$ cat src/rtl/interval_gray_selector.sv
module interval_gray_selector #(
  parameter int NUM_LABELS = 8,
  parameter int DW = 8,
  localparam int NTH = NUM_LABELS - 1,
  localparam int IW = $clog2(NTH),
  localparam int AW = $clog2(2 * NTH + 2)
) (
  input  logic          clk,
  input  logic          rst_n,
  input  logic          sample_valid,
  input  logic [DW-1:0] sample_in,
  input  logic          cfg_we,
  input  logic [AW-1:0] cfg_addr,
  input  logic [DW-1:0] cfg_wdata,
  output logic [IW-1:0] idx_gray,
  output logic [IW-1:0] idx_bin,
  output logic [DW-1:0] center_out,
  output logic          out_valid
);

  localparam int A_MPOS = 2 * NTH;
  localparam int A_MNEG = 2 * NTH + 1;

  logic [DW-1:0] thr_q [NTH];
  logic [DW-1:0] cen_q [NTH];
  logic [DW-1:0] mpos_q, mneg_q;
  logic [NTH-1:0] st_q, st_n;
  logic primed_q;
  logic [IW-1:0] bin_n, dec_bin;
  logic [NTH-1:0] sel;

  always_ff @(posedge clk or negedge rst_n) begin
    if (!rst_n) begin
      for (int j = 0; j < NTH; j++) begin
        thr_q[j] <= '0;
        cen_q[j] <= '0;
      end
      mpos_q <= '0;
      mneg_q <= '0;
    end else if (cfg_we) begin
      for (int j = 0; j < NTH; j++) begin
        if (int'(cfg_addr) == j) thr_q[j] <= cfg_wdata;
        if (int'(cfg_addr) == NTH + j) cen_q[j] <= cfg_wdata;
      end
      if (int'(cfg_addr) == A_MPOS) mpos_q <= cfg_wdata;
      if (int'(cfg_addr) == A_MNEG) mneg_q <= cfg_wdata;
    end
  end

  always_comb begin
    for (int j = 0; j < NTH; j++) begin
      if (!primed_q)
        st_n[j] = sample_in > thr_q[j];
      else if (st_q[j])
        st_n[j] = !(({1'b0, sample_in} + {1'b0, mneg_q}) < {1'b0, thr_q[j]});
      else
        st_n[j] = {1'b0, sample_in} > ({1'b0, thr_q[j]} + {1'b0, mpos_q});
    end
  end

  always_comb begin
    bin_n = '0;
    for (int j = 0; j < NTH; j++)
      if (st_n[j]) bin_n = IW'(j);
  end

  always_ff @(posedge clk or negedge rst_n) begin
    if (!rst_n) begin
      st_q      <= '0;
      primed_q  <= 1'b0;
      idx_bin   <= '0;
      idx_gray  <= '0;
      out_valid <= 1'b0;
    end else begin
      out_valid <= sample_valid;
      if (sample_valid) begin
        st_q     <= st_n;
        primed_q <= 1'b1;
        idx_bin  <= bin_n;
        idx_gray <= bin_n ^ (bin_n >> 1);
      end
    end
  end

  always_comb begin
    dec_bin[IW-1] = idx_gray[IW-1];
    for (int i = IW - 2; i >= 0; i--)
      dec_bin[i] = dec_bin[i+1] ^ idx_gray[i];
  end

  always_comb begin
    center_out = '0;
    for (int j = 0; j < NTH; j++) begin
      sel[j] = (dec_bin == IW'(j));
      if (sel[j]) center_out = center_out | cen_q[j];
    end
  end

  AST_IDX_RANGE: assert property (@(posedge clk) disable iff (!rst_n)
    int'(idx_bin) < NTH);
  AST_ONE_SWITCH: assert property (@(posedge clk) disable iff (!rst_n)
    $onehot(sel));
  AST_GRAY_MATCH: assert property (@(posedge clk) disable iff (!rst_n)
    dec_bin == idx_bin);
  AST_GRAY_STEP: assert property (@(posedge clk) disable iff (!rst_n)
    (sample_valid && ((bin_n == idx_bin + IW'(1)) || (idx_bin == bin_n + IW'(1))))
    |=> ($countones(idx_gray ^ $past(idx_gray)) == 1));
  AST_VALID_LAT: assert property (@(posedge clk) disable iff (!rst_n)
    sample_valid |=> out_valid);
  AST_VALID_DROP: assert property (@(posedge clk) disable iff (!rst_n)
    !sample_valid |=> !out_valid);
  AST_HOLD: assert property (@(posedge clk) disable iff (!rst_n)
    !sample_valid |=> ($stable(idx_bin) && $stable(idx_gray) && $stable(st_q)));

endmodule

$ cat config.mk
export PLATFORM = sky130hd
export DESIGN_NAME = interval_gray_selector
export DESIGN_NICKNAME = d
export VERILOG_FILES = /design/src/rtl/interval_gray_selector.sv
export SDC_FILE = /design/constraint.sdc
export NUM_CORES = 1
export LEC_CHECK = 0
export ABC_CLOCK_PERIOD_IN_PS = 7650
export BUFFER_PORTS_ARGS = -buffer_cell sky130_fd_sc_hd__buf_4
export CORE_MARGIN = 4
export CORE_UTILIZATION = 30
export DETAILED_ROUTE_END_ITERATION = 10
export PLACE_DENSITY_LB_ADDON = 0.25
export SLEW_MARGIN = 20
export SYNTH_ARGS = -nofsm -noshare
export SYNTH_HDL_FRONTEND = slang
export SYNTH_SLANG_ARGS = --single-unit
$ cat constraint.sdc
create_clock -name clk -period 7.65 [get_ports clk]
set_input_delay 0 -clock clk [delete_from_list [all_inputs] [get_ports clk]]
set_output_delay 0 -clock clk [all_outputs]
set_load 0.05 [all_outputs]
==> flow_summary.toml, run 1 <==
[outcome]
status = "finished clean"

[cts]
clk-insertion-delay-late_ns = 0.43
cts_tree = "yes"
path_clk_slew_ns = 0.07
clockBufferDepth = 2
h-tree-depth = 4
postCtsSetupRepairBufs = 0
cts_buffers = 17
cts.sinks = 133
clockRootBuffer = "clkbuf_16"

[setup_path]
endpoint = "idx_gray[1]"
critPathKind = "reg2reg"
critPathMaxFanout = 10
crit_path_start_kind = "flop"
r2r_start = "mpos_q[1]"
cp-startpoint = "mpos_q[1]"
crit_path_top_delay_cell = "dfrtp_1"
cpPeakStageDelay_ns = 0.79
crit_required_ns = 7.96
r2r_cells = 15
cp-end-kind = "flop"
r2r-end = "idx_gray[1]"
cp.arrival_ns = 4.53
path_cells = "inv_1, fa_1, nor2b_1, o31a_1, o21ai_0, nand2b_1, xnor2_1, ha_1, and3_1, a221o_1, a41oi_1, a311oi_1, o211a_1, nor4_1, o2bb2ai_1"
r2r_setup_slack_ns = 3.44

[sta]
rsz0062_at_grt = "no"
tightest_slew_ns = 1.112
fin_crit_ns = 4.214
hold_viol_final = 0
finalCritPeriodShare_pct = 55.09
setup_tns_ns = 0
finalSetupViolCount = 0
finalClockSkew_ns = 0.01242
slew_viol_final = 0
worst_slack_ns = 3.436
whs_ns = 0.05461
fmax_mhz = 237.3
relSlewSlack_pct = 25.86

[cells_and_area]
nets = 1319
syn2layout_area_growth_pct = 14.09
nFillCells = 3468
fin_util_pct = 34.88
n_antenna_cell = 0
drive_above_1_share_pct = 18.07

[yosys]
netlist_area_um2 = 10640
synth_edf_count = 0
ys_seq_elements = 133
synth_adder_area_share_pct = 24.14
synthMuxAreaShare_pct = 13.01
synth-compound-area-share_pct = 16.14
synth_xor_area_share_pct = 2.964
avgSynthCellArea_um2 = 10.17
synth_top_flop_cell = "dfrtp_1"
post-synth-top-count-cell = "ha_1"
synth_top_area_share_pct = 31.29
ys_types = 60
synth_area_leader_cell = "dfrtp_1"
synth_common_cells = "ha_1, dfrtp_1, mux2_2"
synth_nets = 1271
yosys-top-cells-area = "dfrtp_1, ha_1, mux2_2, a21oi_1, o21ai_0"
ys_seq_area_share_pct = 31.29
ys_async_sr_fraction_pct = 100.0
synth_top_family_by_area = "adder cells"
synth-simple-area-share_pct = 8.974
yosys_warnings = 0
syn_inst = 1046

[floorplan]
die_w_um = 196.3
core-area_um2 = 34800
die_h_um = 196.3
rows = 68
ios = 39
die_area_um2 = 38540
start_util_pct = 30.57

[power_and_ir_drop]
max-vdd-ir-drop_mv = 0.3158
internal_power_mw = 2.397
seq_power_share_pct = 24.8
p_leak_nw = 5.577
pwr-share-comb_pct = 56.1
pwr_density_cell_nw_per_um2 = 354.4
totalPowerFinal_mw = 4.301
switchingPower_mw = 1.904
p_clk_share_pct = 19.1
p_sw_share_pct = 44.26

[routing]
drtIter0Drc = 497
drt.antenna.violating_nets = 0
wire_per_inst_um = 20.42
drt-total-wl_um = 31900
drc_errors = 0
first_pass_iters = 8
viasPerCell = 5.322
vias = 8313

[placed_design]
io_buffers = 38
preCtsSetupSlack_ns = 3.448
gp_congestion = 0.7999
dp_hpwl_um = 22270

[job]
drv_cap = 0

[global_routing]
grt_pass1_vias = 8543
grt_pass1_wl_um = 49930
grt_use_total_pct = 16.87
grt-ovfl-total = 0
antenna_found_initial = 0
grt_max_degree = 87

[hold_path]
hold_path_class = "in2reg"
## cell families after synthesis
kind of cell | Yosys count
AOI/OAI and AO/OA | 268
xor gates and xnor gates | 36
adders and majority gates | 201
buffers and inverters | 98
DFF | 133
muxes | 115
and+or+nand+nor | 195
## through the flow
step | area (um2) | std cells
6_report | 12140 | 1562
3_3_place_gp | 11460 | 1521
4_1_cts | 12140 | 1562
5_1_grt | 12140 | 1562
2_1_floorplan | 10640 | 1046
3_5_place_dp | 11460 | 1521
## power groups by stage
stage,Clock [mW],Combinational [mW],Sequential (mW)
3_3_place_gp,0,2.35,1.07
5_1_grt,0.872,2.73,1.09
2_1_floorplan,0,1.76,1.03
6_report,0.821,2.41,1.07
3_5_place_dp,0,2.40,1.08
4_1_cts,0.844,2.42,1.06
## layer usage
| layer | vias to the layer above | GRT usage, % | wire length (um) |
|---|---|---|---|
| li1 | 3989 | - | - |
| met1 | 4104 | 25.11 | 16180 |
| met2 | 192 | 25.78 | 13790 |
| met3 | 28 | 2.387 | 1351 |
| met4 | 0 | 4.293 | 578 |
| met5 | - | 0 | 0 |
## sequential cells by signal (all words and copies together) (netlist names)
signal and count:
idx_gray 3, cen_q 56, mneg_q 8, st_q 6, thr_q 48, primed_q 1, out_valid 1, idx_bin 2
mpos_q 8
## critical path, delay by kind of cell, from the launching register on
family                   cells  cell delay, ns
adder cells (fa/ha/maj)      2            0.77
AND/OR/NAND/NOR              4            0.75
XOR/XNOR                     1            0.12
AO/OA/AOI/OAI                7            1.28
buffers and inverters        1            0.37
flip-flops                   1            0.79
## cell type report
type	instances	area (um2)	area share, %
Clock buffer	17	425.4	3.505
Sequential cell	133	3328	27.42
Clock inverter	15	156.4	1.289
Inverter	70	262.8	2.165
Timing Repair Buffer	57	454.2	3.742
Tap cell	455	569.3	4.691
Multi-Input combinational cell	815	6940	57.19
## how the worst min path moves through the flow
stage	start	endpoint	slack, ns	cells after the start
global placement	rst_n	cen_q[38]	0.14	1
CTS	cfg_wdata[0]	thr_q[40]	0.04	2
floorplan	rst_n	cen_q[0]	-0.30	0
finish	cfg_wdata[0]	thr_q[32]	0.05	2
global route	cfg_wdata[0]	thr_q[40]	0.05	2
detailed placement	rst_n	cen_q[38]	0.13	1
## layout by cell type (no fill, tap or decap), types with 8 or more instances in the layout
master,instances
a211oi_1,14
o21a_1,8
nand2b_1,10
buf_4,47
o21bai_1,13
dfrtp_1,133
o21ai_0,68
xnor2_1,21
nand3_1,11
clkbuf_16,17
mux4_2,8
dlygate4sd3_1,9
nor2b_1,16
ha_1,194
a21oi_1,74
xor2_1,15
nor2_1,44
o211ai_1,12
a21o_1,24
nand4_1,19
inv_1,70
a22oi_1,8
mux2_2,106
nand2_1,61
## timing repair
item | 4_1_cts | 5_1_grt
endpoints found under the hold margin | 117 | 0
hold buffers | 9 | 0
resized for setup | 0 | 0
Power figures use the tool's default switching activity.
==> run 2, diff against run 1 <==
ABC_CLOCK_PERIOD_IN_PS = 3600   (was 7650)
clock period = 3.6 ns   (was 7.65 ns; I/O delays follow)
==> run 2 against run 1 <==
Compared with the run above: the run now ends with negative setup slack left; sequential cell count did not move; die area is the same; critical path depth down 1; largest cell class unchanged.
==> flow_summary.toml, run 2 (same netlist as run 1, synthesis figures left out) <==
[outcome]
status = "finished with violations"
violations = "negative setup slack"

[job]
drv_cap = 0

[cts]
cts_buffers = 17
h-tree-depth = 4
cts_tree = "yes"
clockRootBuffer = "clkbuf_16"
path_clk_slew_ns = 0.06
clockBufferDepth = 2
clk-insertion-delay-late_ns = 0.43
cts.sinks = 133

[cells_and_area]
design_area_um2 = 13110
final_common_cell = "ha_1"
drive_above_1_share_pct = 28.60
nets = 1403
syn2layout_area_growth_pct = 23.23
largest_register_ff_count = 56
nFillCells = 3437
top_register = "cen_q"
most-common-layout-cells = "ha_1, dfrtp_1, buf_4"
regArea_um2 = 3332
reg.largest.list = "cen_q x56, thr_q x48"
multiInputGateArea_um2 = 7213
finalNonFillerCells = 1644
n_antenna_cell = 0

[routing]
drt.antenna.violating_nets = 0
viasPerCell = 5.285
wire_per_inst_um = 20.72
vias = 8689
drc_errors = 0
first_pass_iters = 5
drt-total-wl_um = 34070
drtIter0Drc = 553

[hold_path]
hold_path_class = "in2reg"
worstHoldPathCells = 2

[setup_path]
r2r_cells = 14
critPathMaxFanout = 3
crit_required_ns = 3.91
critPathKind = "reg2reg"
cp-end-kind = "flop"
crit_path_start_kind = "flop"
cp.arrival_ns = 4.02

[sta]
tightest_slew_ns = 1.129
finalSetupViolCount = 3
slew_viol_final = 0
fmax_mhz = 269.4
finalCritPeriodShare_pct = 103.1
fin_crit_ns = 3.712
rsz0062_at_grt = "yes"
relSlewSlack_pct = 24.46
finalClockSkew_ns = 0.01199
worst_slack_ns = -0.1120
hold_viol_final = 0

[global_routing]
grt_pass1_vias = 8685
grt-ovfl-total = 0
antenna_found_initial = 1
grt_max_degree = 69
grt_use_total_pct = 17.73
grt_pass1_wl_um = 51860

[power_and_ir_drop]
max-vdd-ir-drop_mv = 0.6948
p_leak_nw = 6.005
pwr_density_cell_nw_per_um2 = 774.1

[floorplan]
rows = 68
ios = 39
core-area_um2 = 34800
start_util_pct = 30.57
die_h_um = 196.3
die_w_um = 196.3
die_area_um2 = 38540

[placed_design]
postPlaceCellArea_um2 = 11990
gp_congestion = 0.8488
dp.cells = 1589
io_buffers = 38
dp_hpwl_um = 24310
## run 2: routing by layer
metal  vias to the layer above  track usage (%)  wire length [um]
met5                         -                0                 0
met4                         0            4.525               653
met3                        43            2.645              2204
met2                       238            26.83             14570
met1                      4254            26.50             16650
li1                       4154                -                 -
## run 2: through the flow
step	setup slack (ns)	power, mW	hold WS (ns)	TNS [ns]	util [%]
floorplan	0.1313	5.928	-0.2956	0	-
global placement	-0.2906	7.728	0.05720	-1.300	34.44
detailed placement	-0.3895	7.816	0.06064	-1.910	34.44
CTS	-0.05019	9.915	0.04464	-0.1189	37.01
global route	-0.2709	10.98	0.05680	-1.120	37.67
finish	-0.1120	10.15	0.06557	-0.2582	37.67
## run 2: critical path: stages (launching register included)
cell	delay, ns
dfrtp_2	0.43
buf_12	0.14
ha_1	0.22
fa_2	0.38
a211oi_2	0.21
o21bai_1	0.12
a21oi_2	0.18
xor2_1	0.17
ha_1	0.25
and3_1	0.19
a21boi_0	0.13
o221a_2	0.31
or4_4	0.51
nor4_2	0.28
o2bb2ai_1	0.08
## run 2: final cells by class
cell class                      count  share of cell area (%)
Multi-Input combinational cell    815                   55.03
Sequential cell                   133                   25.42
Timing Repair Buffer              141                   8.733
Tap cell                          455                   4.343
Clock buffer                       18                   3.274
Inverter                           70                   2.004
Clock inverter                     12                   1.203
## run 2: what timing repair did
action,CTS,global route
setup buffers,7,9
pin swaps,23,24
endpoints found under the hold margin,96,0
gates resized for setup,41,38
endpoints found under the setup margin,10,10
hold buffers,9,0
## run 2: worst paths after layout
path                                   start          end  slack [ns]
worst max-delay path               mpos_q[0]  idx_gray[1]       -0.11
worst min-delay path            cfg_wdata[0]    mneg_q[0]        0.07
worst max register to register     mpos_q[0]  idx_gray[1]       -0.11
worst min register to register      cen_q[9]     cen_q[9]        0.50
max in group asynchronous              rst_n    thr_q[10]        2.61
min in group asynchronous              rst_n    cen_q[47]        0.15
## run 2: power breakdown
part | total [mW] | internal [mW] | switching, mW | leakage (nW)
Combinational | 6.08 | 2.89 | 3.19 | 4.12
Clock | 1.79 | 1.08 | 0.702 | 0.278
Sequential | 2.28 | 1.87 | 0.408 | 1.61
